<file path="src/rtl/udec_pkg.sv">
// Package udec_pkg
// Shared widths, opcode numbers, condition encodings and the decoded
// control-group structure used by every module of the decoder.
// Assumes a 32-bit microword whose bit positions are fixed by the
// downstream pipeline stages that consume the individual groups.
package udec_pkg;

    localparam int WORD_W = 32;
    localparam int OPC_W  = 8;
    localparam int RIDX_W = 3;
    localparam int IMM_W  = 16;
    localparam int TGT_W  = 8;
    localparam int EXE_W  = 4;
    localparam int CND_W  = 3;
    localparam int MEMC_W = 4;
    localparam int NFLAG  = 4;

    // Microword bit positions consumed downstream
    localparam int B_MIMM  = 31;
    localparam int B_MMEM  = 30;
    localparam int B_MRR   = 29;
    localparam int B_EXE_L = 25;
    localparam int B_CND_L = 22;
    localparam int B_MEM_L = 18;
    localparam int B_WBT   = 17;
    localparam int B_WBM   = 16;
    localparam int B_NOP   = 15;
    localparam int B_WE    = 14;
    localparam int B_OE    = 13;
    localparam int B_WSEL  = 12;
    localparam int B_INV   = 11;

    // Instruction field positions
    localparam int F_RD_L  = 16;
    localparam int F_RS1_L = 8;
    localparam int F_RS2_L = 0;

    localparam logic [WORD_W-1:0] UW_IDLE = 32'h0000_8000;

    typedef enum logic [CND_W-1:0] {
        CC_NONE   = 3'd0,
        CC_GT     = 3'd1,
        CC_EQ     = 3'd2,
        CC_LT     = 3'd3,
        CC_CY     = 3'd4,
        CC_ALWAYS = 3'd5,
        CC_RSV6   = 3'd6,
        CC_RSV7   = 3'd7
    } cond_e;

    typedef struct packed {
        logic              m_imm;
        logic              m_mem;
        logic              m_rr;
        logic [EXE_W-1:0]  exe;
        cond_e             cc;
        logic [MEMC_W-1:0] memc;
        logic              wb_term;
        logic              wb_mem;
        logic              nop;
        logic              rf_we;
        logic              rf_oe;
        logic              rf_wsel;
        logic              cinv;
    } uctl_t;

endpackage

</file>
<file path="src/rtl/udec_rom.sv">
// Module udec_rom
// Control store: maps an opcode to its 32-bit microword. Written as
// combinational logic so it synthesizes to gates rather than a RAM.
// Assumes opcodes without a defined microword act as the idle word.
module udec_rom
    import udec_pkg::*;
(
    input  logic [OPC_W-1:0]  opc,
    output logic [WORD_W-1:0] word
);

    // Look up the microword for the current opcode
    always_comb begin
        case (opc)
            8'h00: word = 32'h0000_8000;  // idle
            8'h01: word = 32'h8C00_5000;  // load immediate into register
            8'h02: word = 32'h2000_7000;  // add
            8'h03: word = 32'h2200_7000;  // add with carry
            8'h04: word = 32'h2400_7000;  // subtract
            8'h05: word = 32'h2600_7000;  // subtract with borrow
            8'h06: word = 32'h2800_7000;  // multiply
            8'h07: word = 32'h2A00_7000;  // divide
            8'h08: word = 32'h2C00_7000;  // pass source 1
            8'h09: word = 32'h2E00_7000;  // pass source 2
            8'h0A: word = 32'h3000_7000;  // and
            8'h0B: word = 32'h3200_7000;  // or
            8'h0C: word = 32'h3400_7000;  // nand
            8'h0D: word = 32'h3600_7000;  // nor
            8'h0E: word = 32'h3800_7000;  // xor
            8'h0F: word = 32'h3A00_7000;  // xnor
            8'h10: word = 32'h3C00_7000;  // not
            8'h11: word = 32'h3E00_2000;  // compare
            8'h12: word = 32'h4C02_2000;  // print immediate
            8'h13: word = 32'h2C02_2000;  // print register
            8'h14: word = 32'h4C10_2000;  // store even word
            8'h15: word = 32'h4C14_2000;  // store odd word
            8'h16: word = 32'h4C30_2000;  // store double word
            8'h17: word = 32'h4C19_5000;  // load even word
            8'h18: word = 32'h4C1D_5000;  // load odd word
            8'h19: word = 32'h4C39_5000;  // load double word
            8'h1A: word = 32'h8C40_0000;  // jump if greater
            8'h1B: word = 32'h8C80_0000;  // jump if equal
            8'h1C: word = 32'h8CC0_0000;  // jump if less
            8'h1D: word = 32'h8D00_0000;  // jump if carry
            8'h1E: word = 32'h8C40_0800;  // jump if not greater
            8'h1F: word = 32'h8C80_0800;  // jump if not equal
            8'h20: word = 32'h8CC0_0800;  // jump if not less
            8'h21: word = 32'h8D00_0800;  // jump if not carry
            8'h22: word = 32'h8D40_0000;  // jump always
            default: word = UW_IDLE;
        endcase
    end

endmodule

</file>
<file path="src/rtl/udec_split.sv">
// Module udec_split
// Breaks a microword into its control groups and extracts operand
// fields from the instruction according to the addressing mode.
// Assumes at most one mode bit is set in any microword.
module udec_split
    import udec_pkg::*;
(
    input  logic [WORD_W-1:0] word,
    input  logic [WORD_W-1:0] instr,
    output uctl_t             ctl,
    output logic [RIDX_W-1:0] rd,
    output logic [RIDX_W-1:0] rs1,
    output logic [RIDX_W-1:0] rs2,
    output logic [IMM_W-1:0]  imm
);

    logic unused_word_low;
    logic unused_instr_bits;

    // Bits of the word and instruction that carry no field here
    assign unused_word_low   = ^word[B_INV-1:0];
    assign unused_instr_bits = ^{instr[WORD_W-1:F_RD_L+RIDX_W]};

    // Slice the microword into named control groups
    always_comb begin
        ctl.m_imm   = word[B_MIMM];
        ctl.m_mem   = word[B_MMEM];
        ctl.m_rr    = word[B_MRR];
        ctl.exe     = word[B_EXE_L +: EXE_W];
        ctl.cc      = cond_e'(word[B_CND_L +: CND_W]);
        ctl.memc    = word[B_MEM_L +: MEMC_W];
        ctl.wb_term = word[B_WBT];
        ctl.wb_mem  = word[B_WBM];
        ctl.nop     = word[B_NOP];
        ctl.rf_we   = word[B_WE];
        ctl.rf_oe   = word[B_OE];
        ctl.rf_wsel = word[B_WSEL];
        ctl.cinv    = word[B_INV];
    end

    // Pick operand fields according to the addressing mode
    always_comb begin
        rd  = '0;
        rs1 = '0;
        rs2 = '0;
        imm = '0;
        if (word[B_MRR]) begin
            rd  = instr[F_RD_L  +: RIDX_W];
            rs1 = instr[F_RS1_L +: RIDX_W];
            rs2 = instr[F_RS2_L +: RIDX_W];
        end else if (word[B_MIMM] || word[B_MMEM]) begin
            rd  = instr[F_RD_L +: RIDX_W];
            imm = instr[IMM_W-1:0];
        end
    end

endmodule

</file>
<file path="src/rtl/udec_cond.sv">
// Module udec_cond
// Resolves a jump condition from the code, the invert bit and the ALU
// flags. Negated jumps reuse the positive selection and only flip it.
// Assumes the flags are valid in the same cycle as the instruction.
module udec_cond
    import udec_pkg::*;
(
    input  logic  mode_imm,
    input  cond_e cc,
    input  logic  inv,
    input  logic  f_gt,
    input  logic  f_eq,
    input  logic  f_lt,
    input  logic  f_cy,
    output logic  taken
);

    logic sel;
    logic valid_cc;

    // Select the flag named by the condition code
    always_comb begin
        sel      = 1'b0;
        valid_cc = 1'b1;
        case (cc)
            CC_GT:     sel = f_gt;
            CC_EQ:     sel = f_eq;
            CC_LT:     sel = f_lt;
            CC_CY:     sel = f_cy;
            CC_ALWAYS: sel = 1'b1;
            default:   valid_cc = 1'b0;
        endcase
    end

    // Apply inversion; only immediate-mode words with a valid code branch
    assign taken = mode_imm && valid_cc && (sel ^ inv);

endmodule

</file>
<file path="src/rtl/udec_top.sv">
// Module udec_top
// Decoder top: control-store lookup, field split and branch resolution,
// with every result captured in one register stage.
// Assumes instr and the flags are stable around the rising edge.
module udec_top
    import udec_pkg::*;
(
    input  logic                clk,
    input  logic                rst_n,
    input  logic [WORD_W-1:0]   instr,
    input  logic                flag_gt,
    input  logic                flag_eq,
    input  logic                flag_lt,
    input  logic                flag_cy,
    output logic [WORD_W-1:0]   uword,
    output logic                mode_imm,
    output logic                mode_mem,
    output logic                mode_rr,
    output logic [EXE_W-1:0]    exe_ctl,
    output logic [CND_W-1:0]    cond_code,
    output logic [MEMC_W-1:0]   mem_ctl,
    output logic                wb_to_term,
    output logic                wb_from_mem,
    output logic                nop_flag,
    output logic                rf_we,
    output logic                rf_oe,
    output logic                rf_wsel,
    output logic                cond_inv,
    output logic [RIDX_W-1:0]   rd_idx,
    output logic [RIDX_W-1:0]   rs1_idx,
    output logic [RIDX_W-1:0]   rs2_idx,
    output logic [IMM_W-1:0]    imm,
    output logic                br_taken,
    output logic [TGT_W-1:0]    br_target
);

    localparam logic [OPC_W-1:0] OPC_JUMP_ALWAYS = 8'h22;

    logic [WORD_W-1:0] word_d;
    uctl_t             ctl_d;
    uctl_t             ctl_q;
    logic [RIDX_W-1:0] rd_d, rs1_d, rs2_d;
    logic [IMM_W-1:0]  imm_d;
    logic              take_d;
    logic [TGT_W-1:0]  tgt_d;

    udec_rom u_rom (
        .opc  (instr[WORD_W-1 -: OPC_W]),
        .word (word_d)
    );

    udec_split u_split (
        .word  (word_d),
        .instr (instr),
        .ctl   (ctl_d),
        .rd    (rd_d),
        .rs1   (rs1_d),
        .rs2   (rs2_d),
        .imm   (imm_d)
    );

    udec_cond u_cond (
        .mode_imm (ctl_d.m_imm),
        .cc       (ctl_d.cc),
        .inv      (ctl_d.cinv),
        .f_gt     (flag_gt),
        .f_eq     (flag_eq),
        .f_lt     (flag_lt),
        .f_cy     (flag_cy),
        .taken    (take_d)
    );

    // Target is the low immediate byte, gated by the branch decision
    assign tgt_d = take_d ? instr[TGT_W-1:0] : '0;

    // Output register stage with synchronous clear
    always_ff @(posedge clk) begin
        if (!rst_n) begin
            uword     <= '0;
            ctl_q     <= '0;
            rd_idx    <= '0;
            rs1_idx   <= '0;
            rs2_idx   <= '0;
            imm       <= '0;
            br_taken  <= 1'b0;
            br_target <= '0;
        end else begin
            uword     <= word_d;
            ctl_q     <= ctl_d;
            rd_idx    <= rd_d;
            rs1_idx   <= rs1_d;
            rs2_idx   <= rs2_d;
            imm       <= imm_d;
            br_taken  <= take_d;
            br_target <= tgt_d;
        end
    end

    assign mode_imm    = ctl_q.m_imm;
    assign mode_mem    = ctl_q.m_mem;
    assign mode_rr     = ctl_q.m_rr;
    assign exe_ctl     = ctl_q.exe;
    assign cond_code   = ctl_q.cc;
    assign mem_ctl     = ctl_q.memc;
    assign wb_to_term  = ctl_q.wb_term;
    assign wb_from_mem = ctl_q.wb_mem;
    assign nop_flag    = ctl_q.nop;
    assign rf_we       = ctl_q.rf_we;
    assign rf_oe       = ctl_q.rf_oe;
    assign rf_wsel     = ctl_q.rf_wsel;
    assign cond_inv    = ctl_q.cinv;

    AST_MODE_ONEHOT: assert property (@(posedge clk) disable iff (!rst_n)
        $onehot0({mode_imm, mode_mem, mode_rr}));
    AST_JUMP_NEXT_CYCLE: assert property (@(posedge clk) disable iff (!rst_n)
        (instr[WORD_W-1 -: OPC_W] == OPC_JUMP_ALWAYS) |=> (br_taken && br_target == $past(instr[TGT_W-1:0])));
    AST_BRANCH_IMM_ONLY: assert property (@(posedge clk) disable iff (!rst_n)
        br_taken |-> mode_imm);
    AST_DEAD_CODES: assert property (@(posedge clk) disable iff (!rst_n)
        (cond_code == 3'd0 || cond_code == 3'd6 || cond_code == 3'd7) |-> !br_taken);
    AST_TARGET_MATCH: assert property (@(posedge clk) disable iff (!rst_n)
        br_taken |-> (br_target == imm[TGT_W-1:0]));
    AST_TARGET_IDLE: assert property (@(posedge clk) disable iff (!rst_n)
        !br_taken |-> (br_target == '0));
    AST_RR_NO_IMM: assert property (@(posedge clk) disable iff (!rst_n)
        mode_rr |-> (imm == '0));
    AST_NO_MODE_ZERO: assert property (@(posedge clk) disable iff (!rst_n)
        !(mode_imm || mode_mem || mode_rr) |-> (rd_idx == '0 && imm == '0 && rs1_idx == '0));

endmodule

</file>
<file path="config.mk">
export PLATFORM = sky130hd
export DESIGN_NAME = udec_top
export DESIGN_NICKNAME = d
export VERILOG_FILES = /design/src/rtl/udec_pkg.sv /design/src/rtl/udec_rom.sv /design/src/rtl/udec_split.sv /design/src/rtl/udec_cond.sv /design/src/rtl/udec_top.sv
export SDC_FILE = /design/constraint.sdc
export NUM_CORES = 1
export LEC_CHECK = 0
export BUFFER_PORTS_ARGS = -buffer_cell sky130_fd_sc_hd__buf_2
export CAP_MARGIN = 40
export CORE_MARGIN = 1.5
export CORE_UTILIZATION = 30
export DETAILED_ROUTE_END_ITERATION = 10
export SLEW_MARGIN = 20
export SYNTH_ARGS = -nofsm -noshare
export SYNTH_HDL_FRONTEND = slang
export SYNTH_SLANG_ARGS = --single-unit
export TNS_END_PERCENT = 20
</file>
<file path="constraint.sdc">
create_clock -name clk -period 4 [get_ports clk]
set_clock_uncertainty 0.2 [all_clocks]
set_input_delay 0.2 -clock clk [delete_from_list [all_inputs] [get_ports clk]]
set_output_delay 0.2 -clock clk [all_outputs]
set_load 0.03 [all_outputs]
</file>
# Yosys cells after proc, flatten, opt, wreduce, memory -nomap -nowiden
# Memory sizes are Yosys's and may differ from the RTL's.
# Cells that the tools add are included.
# totals
memories	1
mem_bits_ro	1344
reg_bits	87
# mem_list
name	depth	width	read_ports	rd_clocked_by_memory_dff	wr	line_no	source
(no name shown)	64	21	1	0	0	udec_rom.sv:14	case (opc)
# classes
eq_ne	5
bitwise_logic	3
mux	5
n_reduce_logical	9
# op_table
op	count
$mux 32	1
$eq 3x2->1 const B	2
$eq 3x3->1 const B	2
$mux 3	2
$reduce_and 2->1	3
$pmux 1 s5	1
$reduce_or 5->1	1
$eq 3x1->1 const B	1
$reduce_or 3->1	1
$logic_and 1x1->1	2
$logic_not 2->1	1
$not 1->1	2
$logic_or 1x1->1	1
$mux 1	1
$xor 1x1->1	1

# Logic depth before layout (Yosys ltp)
# Gate-level depths: netlist of run 1.
# depth
ltp_word	8
depth_mapped	10
ltp_nobuf	8

# Modules after synthesis
# From an unflattened synthesis of run 1, not the netlist that was laid out.
# unflattened
cells_unflattened	346
hier_area_um2	3532.1
# by_module_without_submodules
mod	seq_area_each_um2	n_inst	area_each_um2	cells_each
udec_top	1741.7	1	2356.0	183
udec_rom	0.0	1	715.7	103
udec_split	0.0	1	387.9	49
udec_cond	0.0	1	72.6	11

# Least setup slack after synthesis of run 1
# OpenSTA, ideal clock, no wires.
# synth_timing
kind	in2reg
startpoint	input port instr[24]
endpoint	register br_target[0]
setup_time_ps	145
arrival_time_ps	2240
required_time_ps	3655
setup_slack_ps	1414
cell_stages	8
path_cell_list	inv_1 ha_1 nor2b_4 o211a_1 or4_1 o211a_2 o41ai_4 a21oi_2
# synth_between
elab_chain_cells	8
# synth_rtl
element	line_no	source
start: declaration	udec_top.sv:10	input logic [WORD_W-1:0] instr,
$mem_v2 64x21 (*)	--	
$mux 32 (*)	udec_rom.sv:14	
$eq 3x1->1 (tied with other cells)	udec_cond.sv:25	case (cc)
$reduce_or 5->1 (no line)	--	
$mux 1	udec_cond.sv:25	
$logic_and 1x1->1	udec_cond.sv:36	assign taken = mode_imm && valid_cc && (sel ^ inv);
$logic_and 1x1->1 (*)	udec_cond.sv:36	
$reduce_and 2->1 (no line) (*)	--	
end signal: assignment	udec_top.sv:95	br_target <= tgt_d;
end: declaration	udec_top.sv:34	output logic [TGT_W-1:0] br_target
# Mark *: on every way between the ends. The rest lies on a longest branch, timed or not.
# A chain may end at the register's enable or synchronous reset.

# Final worst setup path of run 1
# layout_timing
startpoint	input port instr[30]
endpoint	register br_target[5]
# layout_between
elab_chain_cells	8
# layout_rtl
element	line_no
$logic_not 2->1 (*)	udec_rom.sv:14
$mux 32 (*)	udec_rom.sv:14
$eq 3x1->1 (tied with other cells)	udec_cond.sv:25
$reduce_or 5->1 (no line)	--
$mux 1	udec_cond.sv:25
$logic_and 1x1->1	udec_cond.sv:36
$logic_and 1x1->1 (*)	udec_cond.sv:36
$reduce_and 2->1 (no line) (*)	--
# Marked as above.

==> impl_metrics.py, run 1 <==
metrics = {
    "critical_path": {
        "crit_required_ns": 3.96,
        "critPathMaxFanout": 9,
        "end_kind": "flip-flop",
        "critPathKind": "primary input to flip-flop",
        "crit_arrival_ns": 2.67,
        "crit_path_start_kind": "primary input",
    },
    "logic_synthesis": {
        "syn-cell-area_sq_mm": 0.00235,
        "synth_most_common_cell": "dfxtp_1",
        "yosysTopAreaCellShare": 0.451,
        "synth_area_per_cell_sq_um": 9.56,
        "synth_edf_count": 0,
        "synth.largest_area_cell": "dfxtp_1",
        "synth-seq-area-share": 0.451,
        "synth_top_cells_by_count": "dfxtp_1, buf_4, and2_1",
        "yosys_warnings": 0,
        "synthArstFlopShare": 0,
        "synth_cells": 246,
        "synth_seq_cells": 53,
        "ys_top_cells_by_area": "dfxtp_1, buf_4, and2_1, ha_1, a21oi_2",
        "synth.distinct_cells": 47,
        "synth_ff_type": "dfxtp_1",
    },
    "placed_design": {
        "hpwl_um": 3900,
        "dp_slack_ns": 0.982,
        "port_buffers": 108,
        "dp.cells": 424,
        "gp_congestion": 0.857,
    },
    "pwr": {
        "combPwrFrac": 0.140,
        "vdd_drop_max_mv": 0.163,
        "clockPowerShare": 0.340,
        "swShare": 0.248,
        "intPower_uw": 776,
        "p_switching_uw": 256,
        "p_leak_uw": 0.00152,
        "p_per_area_mw_per_mm2": 336,
        "seqPwrFrac": 0.521,
    },
    "sta": {
        "drv_slew": 0,
        "timing.slew.headroom": 0.472,
        "hold_slack_ns": 0.0903,
        "rsz0062_at_grt": "false",
        "period_minus_slack_ns": 2.72,
        "fmax_mhz": 368,
        "tns_ns": 0,
        "worstMarginPinSlew_ns": 0.789,
        "setup_violations": 0,
        "timing.final.crit_share": 0.680,
        "finalHoldViolCount": 0,
        "setup_ws_ns": 1.28,
    },
    "cts": {
        "clk_pin_slew_ns": 0.09,
        "cts_tree": "done",
        "htree_levels": 2,
        "clk_path_buf_depth": 2,
        "cts_setup_buffers": 0,
        "clock_sinks": 53,
        "cts_made_buffers": 5,
        "cts.repair.resized": 0,
        "root_buffer": "clkbuf_8",
    },
    "global_route": {
        "track_usage": 0.122,
        "grt_pass1_vias": 1674,
        "gr-total-overflow": 0,
        "grt_max_degree": 20,
        "antenna_found_initial": 0,
        "grt_first_pass_wirelength_um": 8120,
    },
    "die": {
        "initial_utilization": 0.308,
        "die_w_um": 91.6,
        "core_area_sq_mm": 0.00765,
        "fp-row-count": 32,
        "die_y_um": 91.6,
        "io_pins": 125,
        "die-area_sq_mm": 0.00838,
    },
    "route": {
        "antenna_left": 0,
        "wl_per_cell_um": 11.4,
        "num_vias": 1904,
        "drc": 0,
        "vias_per_cell": 4.20,
        "dr.pass1.iters": 4,
        "drtIter0Drc": 80,
        "routed_wirelength_um": 5160,
    },
    "finish": {
        "layout.nets": 396,
        "fin_cells": 453,
        "drive_gt1_frac": 0.379,
        "area_delta_synth_final_pct": 30.6,
        "diodes": 0,
    },
    "status": {
        "outcome": "finished, final reports clean",
    },
    "flow_run": {
        "cap_violations": 0,
    },
    "min_path": {
        "hold_path_class": "primary input to flip-flop",
    },
}
-- what timing repair did --
action                                  in CTS  in global routing
hold buffers                                21                  0
endpoints found under the setup margin       0                  0
endpoints found under the hold margin       34                  0
-- layout by cell type, fill, tap and decap left out, types with 3 or more instances in the layout --
cell type and n:
nor2_1 20, ha_1 8, and2_1 26, dlygate4sd3_1 21
nor3_1 9, buf_2 108, o21ai_0 5, clkbuf_8 5
a21oi_1 7, conb_1 11, a21oi_2 9, nor2b_1 4
inv_1 8, nand2_1 14, a31oi_1 4, dfxtp_1 53
a22oi_1 3
-- state kept, by name, indices dropped and copies added (netlist names) --
name and cells:
rs2_idx 3, imm 16, mode_imm 1, rd_idx 3, br_target 8, br_taken 1, uword 18, rs1_idx 3
-- metal layers --
metal	global-route usage	vias up	wire length, um
li1	-	985	-
met1	0.153	833	2320
met2	0.205	82	2420
met3	0.0251	4	350
met4	0.0430	0	69
met5	0	-	0
-- cell families (layout without fill, tap and decap cells) --
family          Yosys count  in the layout  synth area share
compound gates           42             42             0.142
flops                    53             53             0.451
other cells               1             11           0.00159
buf+inv                  51            146             0.146
fa+ha+maj                 8              8            0.0426
mux                       2              2           0.00851
simple gates             89             89             0.208
-- area by class of cell --
| class | count | area, sq um |
|---|---|---|
| fillers | 770 | 4570 |
| flip-flops and latches | 53 | 1060 |
| multi-input cells | 152 | 985 |
| repair buffers | 130 | 758 |
| well taps | 102 | 128 |
| clock buffers | 6 | 72.6 |
| clock inverters | 2 | 38.8 |
| inverters | 8 | 30.0 |
-- power by group through the flow --
| stage | Combinational [uW] | Sequential, uW | Clock, uW |
|---|---|---|---|
| final | 144 | 537 | 351 |
| after global routing | 156 | 539 | 386 |
| after CTS | 144 | 537 | 362 |
| after detailed placement | 128 | 550 | 0 |
| after global placement | 127 | 550 | 0 |
| after floorplan | 85.3 | 566 | 0 |
-- worst max-delay path, cell delays in order --
cell,delay (ns)
dlygate4sd3_1,0.55
buf_2,0.14
nor2_1,0.28
nand2_1,0.08
or4_1,0.39
o211a_2,0.17
o41ai_4,0.76
a21oi_2,0.10
-- worst paths after layout --
kind,from,endpoint,depth (start not counted),slack (ns)
worst min-delay path,instr[26],uword[17],2,0.09
worst max-delay path,instr[30],br_target[5],8,1.28
-- stage by stage --
step | utilization | power, uW | cell area, sq um
floorplan | - | 651 | 2390
global placement | 0.360 | 677 | 2750
detailed placement | 0.360 | 678 | 2750
CTS | 0.402 | 1040 | 3070
global route | 0.402 | 1080 | 3070
finish | 0.402 | 1030 | 3070
No activity file was read; power rests on OpenSTA's default activity.
==> run 2, diff against run 1 <==
==> constraint.sdc (replaced) <==
create_clock -name clk -period 2.7 [get_ports clk]
set_clock_uncertainty 0.2 [all_clocks]
set_input_delay 0.135 -clock clk [delete_from_list [all_inputs] [get_ports clk]]
set_output_delay 0.135 -clock clk [all_outputs]
set_load 0.03 [all_outputs]
==> impl_metrics.py, run 2 (synthesized netlist as in run 1, its figures left out) <==
metrics = {
    "sta": {
        "period_minus_slack_ns": 2.55,
        "setup_violations": 0,
        "finalHoldViolCount": 0,
        "rsz0062_at_grt": "false",
        "fmax_mhz": 392,
        "setup_ws_ns": 0.149,
        "drv_slew": 0,
        "timing.final.crit_share": 0.945,
        "tns_ns": 0,
    },
    "placed_design": {
        "port_buffers": 108,
        "hpwl_um": 4130,
        "dp_slack_ns": -0.0249,
        "gp_congestion": 0.888,
        "dp.cells": 440,
    },
    "route": {
        "drtIter0Drc": 104,
        "vias_per_cell": 4.31,
        "antenna_left": 0,
        "dr.pass1.iters": 4,
        "num_vias": 2031,
        "routed_wirelength_um": 5530,
        "wl_per_cell_um": 11.7,
        "drc": 0,
    },
    "pwr": {
        "swShare": 0.271,
        "p_switching_uw": 399,
        "p_per_area_mw_per_mm2": 458,
        "p_leak_uw": 0.00161,
        "clockPowerShare": 0.299,
        "p_total_uw": 1470,
        "vdd_drop_max_mv": 0.187,
        "seqPwrFrac": 0.542,
        "combPwrFrac": 0.159,
        "intPower_uw": 1070,
    },
    "finish": {
        "multi_input_area_sq_um": 986,
        "final_core_util": 0.419,
        "layout.nets": 414,
        "seq_area_sq_mm": 0.00106,
        "largest_register_ffs": 18,
        "fin_cells": 471,
        "drive_gt1_frac": 0.409,
        "area_delta_synth_final_pct": 36.3,
        "diodes": 0,
        "largest_register": "uword",
        "top_regs": "uword x18, imm x16, br_target x8",
        "layout_common_cells": "buf_2, dfxtp_1, and2_1",
        "layout_commonest_cell": "buf_2",
        "num-fill-cells": 781,
    },
    "cts": {
        "htree_levels": 2,
        "cts_tree": "done",
        "root_buffer": "clkbuf_8",
        "cts_made_buffers": 5,
        "cts_setup_buffers": 0,
        "clk_pin_slew_ns": 0.10,
        "clk_path_buf_depth": 2,
        "clock_sinks": 53,
    },
    "critical_path": {
        "critPathKind": "primary input to flip-flop",
        "crit_end": "br_target[1]",
        "crit_arrival_ns": 2.59,
        "crit_path_start_kind": "primary input",
        "crit_start": "instr[31]",
        "end_kind": "flip-flop",
        "crit_required_ns": 2.74,
        "critPathMaxFanout": 9,
    },
    "global_route": {
        "grt_util_met2": 0.228,
        "gr-total-overflow": 0,
        "grt_busiest_layer": "met2",
        "use_met3": 0.0268,
        "grt_first_pass_wirelength_um": 8810,
        "gr-usage-met1": 0.159,
        "antenna_found_initial": 0,
        "track_usage": 0.133,
        "grt_pass1_vias": 1872,
        "grt_max_degree": 18,
    },
    "flow_run": {
        "cap_violations": 0,
    },
    "min_path": {
        "hold_path_class": "primary input to flip-flop",
        "holdPathStages": 4,
    },
    "die": {
        "die_w_um": 91.6,
        "die_y_um": 91.6,
        "core_area_sq_mm": 0.00765,
        "io_pins": 125,
        "die-area_sq_mm": 0.00838,
        "fp-row-count": 32,
        "initial_utilization": 0.308,
    },
    "status": {
        "outcome": "finished, final reports clean",
    },
}
## run 2: how the worst min path moves through the flow
| stage | to | slack [ns] | start |
|---|---|---|---|
| finish | uword[17] | 0.03 | instr[25] |
| global route | uword[17] | 0.03 | instr[25] |
| CTS | uword[17] | 0.007 | instr[25] |
| detailed placement | imm[15] | 0.14 | instr[15] |
| global placement | imm[14] | 0.13 | instr[14] |
| floorplan | imm[0] | 0.06 | instr[0] |
## run 2: what timing repair did
action,4_1_cts,5_1_grt
endpoints found under the hold margin,36,0
setup endpoints to repair,0,16
gates resized for setup,0,1
hold buffers,23,0
## run 2: cell type report
type | instances | area share
sequential | 53 | 0.331
multi-input combinational | 152 | 0.308
timing repair buffer | 148 | 0.284
tap | 102 | 0.0398
clock buffer | 5 | 0.0215
inverter | 8 | 0.00937
clock inverter | 3 | 0.00664
## run 2: stage by stage
stage | area [sq um] | hold slack (ns)
after global placement | 2880 | 0.134
final | 3210 | 0.0260
after floorplan | 2390 | 0.0567
after CTS | 3200 | 0.00711
after detailed placement | 2880 | 0.138
after global routing | 3210 | 0.0287
## run 2: critical path, stage by stage
cell and delay, ns:
dlygate4sd3_1 0.54, buf_2 0.14, nor2_1 0.30, nand2_1 0.08
or4_1 0.41, o211a_2 0.18, or4b_4 0.63, a21oi_2 0.17
## run 2: routing by layer
layer	vias to the layer above	share of wire	wire (um)
met1	905	0.42	2320
met5	-	0	0
met4	0	0.023	128
li1	1026	-	-
met3	10	0.074	412
met2	90	0.48	2680
## run 2: power groups by stage
stage | Combinational (uW) | Clock, uW | Sequential, uW
6_report | 234 | 440 | 796
5_1_grt | 253 | 492 | 798
4_1_cts | 233 | 460 | 796
3_5_place_dp | 206 | 0 | 814
3_3_place_gp | 204 | 0 | 814
2_1_floorplan | 126 | 0 | 838
==> run 3, diff against run 2 <==
--- a/config.mk
+++ b/config.mk
@@ -7,11 +7,15 @@
 export LEC_CHECK = 0
 export BUFFER_PORTS_ARGS = -buffer_cell sky130_fd_sc_hd__buf_2
 export CAP_MARGIN = 40
+export CELL_PAD_IN_SITES_DETAIL_PLACEMENT = 1
+export CELL_PAD_IN_SITES_GLOBAL_PLACEMENT = 1
 export CORE_MARGIN = 1.5
 export CORE_UTILIZATION = 30
 export DETAILED_ROUTE_END_ITERATION = 10
+export PLACE_DENSITY_LB_ADDON = 0.1
 export SLEW_MARGIN = 20
 export SYNTH_ARGS = -nofsm -noshare
 export SYNTH_HDL_FRONTEND = slang
+export SYNTH_HIERARCHICAL = 1
 export SYNTH_SLANG_ARGS = --single-unit
 export TNS_END_PERCENT = 20
==> impl_metrics.py, run 3 <==
metrics = {
    "cts": {
        "cts_tree": "done",
        "root_buffer": "clkbuf_16",
        "cts_setup_buffers": 0,
        "clk_path_buf_depth": 2,
        "clock_sinks": 87,
        "clk_pin_slew_ns": 0.06,
        "cts_made_buffers": 9,
        "htree_levels": 3,
    },
    "global_route": {
        "grt_first_pass_wirelength_um": 13500,
        "grt_pass1_vias": 2623,
        "grt_max_degree": 71,
        "track_usage": 0.139,
        "antenna_found_initial": 0,
        "gr-total-overflow": 0,
    },
    "finish": {
        "largest_register_ffs": 32,
        "fin_area_sq_mm": 0.00454,
        "diodes": 0,
        "area_delta_synth_final_pct": 28.6,
        "layout.nets": 513,
        "top_regs": "uword x32, imm x16, br_target x8",
        "num-fill-cells": 1322,
        "layout_common_cells": "buf_2, dfxtp_1, and2_1",
        "multi_input_area_sq_mm": 0.00145,
        "seq_area_sq_mm": 0.00174,
        "drive_gt1_frac": 0.370,
        "layout_commonest_cell": "buf_2",
        "largest_register": "uword",
    },
    "die": {
        "die_y_um": 112,
        "core_area_sq_mm": 0.0115,
        "die-area_sq_mm": 0.0124,
        "initial_utilization": 0.308,
        "io_pins": 125,
        "fp-row-count": 39,
        "die_w_um": 112,
    },
    "critical_path": {
        "crit_arrival_ns": 2.50,
        "slowest_stage": "dlygate4sd3_1",
        "crit_required_ns": 2.72,
        "crit_path_start_kind": "primary input",
        "crit_chain": "buf_2 > inv_1 > ha_1 > nor2b_1 > a221oi_2 > nor2_4 > o21ba_4 > and2_2 > and2_1 > dlygate4sd3_1",
        "slowest_delay_ns": 0.54,
        "critPathKind": "primary input to flip-flop",
        "critPathMaxFanout": 16,
        "end_kind": "flip-flop",
    },
    "logic_synthesis": {
        "yosysTopAreaCellShare": 0.493,
        "synth_seq_cells": 87,
        "syn-cell-area_sq_mm": 0.00353,
        "synth_area_per_cell_sq_um": 10.2,
        "synth.largest_area_cell": "dfxtp_1",
        "synth_top_cells_by_count": "dfxtp_1, and2_1, buf_4",
        "synth_ff_type": "dfxtp_1",
        "synthArstFlopShare": 0,
        "synth_most_common_cell": "dfxtp_1",
        "ys_top_cells_by_area": "dfxtp_1, and2_1, buf_4, ha_1, and2_2",
        "synth_cells": 346,
        "synth-seq-area-share": 0.493,
        "synth.distinct_cells": 48,
        "synth_edf_count": 0,
        "yosys_warnings": 6,
    },
    "flow_run": {
        "cap_violations": 0,
    },
    "pwr": {
        "p_leak_uw": 0.00225,
        "p_total_uw": 2790,
        "vdd_drop_max_mv": 0.354,
        "p_per_area_mw_per_mm2": 614,
    },
    "sta": {
        "finalHoldViolCount": 0,
        "rsz0062_at_grt": "false",
        "setup_violations": 0,
        "fmax_mhz": 403,
        "timing.slew.headroom": 0.666,
        "timing.final.crit_share": 0.920,
        "tns_ns": 0,
        "period_minus_slack_ns": 2.48,
        "worstMarginPinSlew_ns": 0.501,
        "drv_slew": 0,
    },
    "status": {
        "outcome": "finished, final reports clean",
    },
    "route": {
        "wl_per_cell_um": 13.9,
        "antenna_left": 0,
        "num_vias": 2584,
        "dr.pass1.iters": 4,
        "drtIter0Drc": 74,
        "routed_wirelength_um": 8500,
        "vias_per_cell": 4.23,
        "drc": 0,
    },
    "placed_design": {
        "hpwl_um": 6030,
        "port_buffers": 119,
        "gp_congestion": 0.769,
        "dpl_cell_area_sq_mm": 0.00403,
    },
    "min_path": {
        "min_to": "cond_inv",
        "holdPathStages": 4,
        "hold_path_class": "primary input to flip-flop",
        "worstHoldStart": "instr[30]",
    },
}
==> run 3: cell types whose count changed after synthesis, moves of 9 or more <==
cell | before | now
and2_4 | 0 | 10
nor2_1 | 20 | 11
a21oi_2 | 9 | 0
and2_1 | 26 | 79
and2_2 | 0 | 12
dfxtp_1 | 53 | 87
==> run 3: power by group <==
| group | internal, uW | total [uW] | switching (uW) | leakage [uW] |
|---|---|---|---|---|
| Clock | 737 | 1210 | 468 | 0.000143 |
| Combinational | 109 | 269 | 160 | 0.00140 |
| Sequential | 1310 | 1310 | 5.47 | 0.000706 |
==> run 3: cells by family (layout without fill, tap and decap cells) <==
logic type / after synthesis / in the layout / synth area share
adder cells (fa/ha/maj): 11 / 11 / 0.0390
multiplexers: 3 / 3 / 0.00886
buffers and inverters: 56 / 168 / 0.112
AND/OR/NAND/NOR: 155 / 155 / 0.279
flip-flops: 87 / 87 / 0.493
other: 1 / 11 / 0.00106
AO/OA/AOI/OAI: 33 / 33 / 0.0670
==> run 3: layout make-up <==
class                      count  area share
tap                          143      0.0394
inverter                       5     0.00413
sequential                    87       0.384
clock inverter                 3     0.00964
clock buffer                  12      0.0543
multi-input combinational    213       0.318
timing repair buffer         148       0.191
==> run 3: worst max path at each step <==
| stage | slack [ns] | endpoint | start | depth (start not counted) |
|---|---|---|---|---|
| 2_1_floorplan | 0.38 | br_target[0] | instr[29] | 10 |
| 3_3_place_gp | 0.16 | br_target[3] | instr[29] | 10 |
| 3_5_place_dp | 0.13 | br_target[6] | instr[29] | 10 |
| 4_1_cts | 0.11 | imm[15] | instr[25] | 9 |
| 5_1_grt | 0.04 | imm[15] | instr[24] | 9 |
| 6_report | 0.22 | imm[15] | instr[25] | 10 |
==> run 3: metal layers <==
| metal | up-vias | global-route usage | wire, um | share of wire |
|---|---|---|---|---|
| li1 | 1300 | - | - | - |
| met1 | 1212 | 0.166 | 3820 | 0.45 |
| met2 | 65 | 0.244 | 4240 | 0.50 |
| met3 | 7 | 0.0343 | 326 | 0.038 |
| met4 | 0 | 0.0481 | 109 | 0.013 |
| met5 | - | 0 | 0 | 0 |
==> run 3: per-stage QoR <==
| stage | utilization | setup WS (ns) | hold slack [ns] | cells |
|---|---|---|---|---|
| 2_1_floorplan | - | 0.379 | 0.0942 | 356 |
| 3_3_place_gp | 0.351 | 0.157 | 0.193 | 575 |
| 3_5_place_dp | 0.351 | 0.132 | 0.196 | 575 |
| 4_1_cts | 0.395 | 0.111 | 0.115 | 611 |
| 5_1_grt | 0.396 | 0.0384 | 0.162 | 611 |
| 6_report | 0.396 | 0.217 | 0.126 | 611 |
==> run 3: critical path, delay by kind of cell <==
kind	cells	cell delay (ns)
adder cells (fa/ha/maj)	1	0.29
AO/OA/AOI/OAI	2	0.60
buffers and inverters	3	0.85
AND/OR/NAND/NOR	4	0.62
==> run 3: timing repair <==
item,in CTS,in global routing
hold buffers,21,0
resized for setup,0,3
hold endpoints to repair,33,0
setup endpoints to repair,0,1
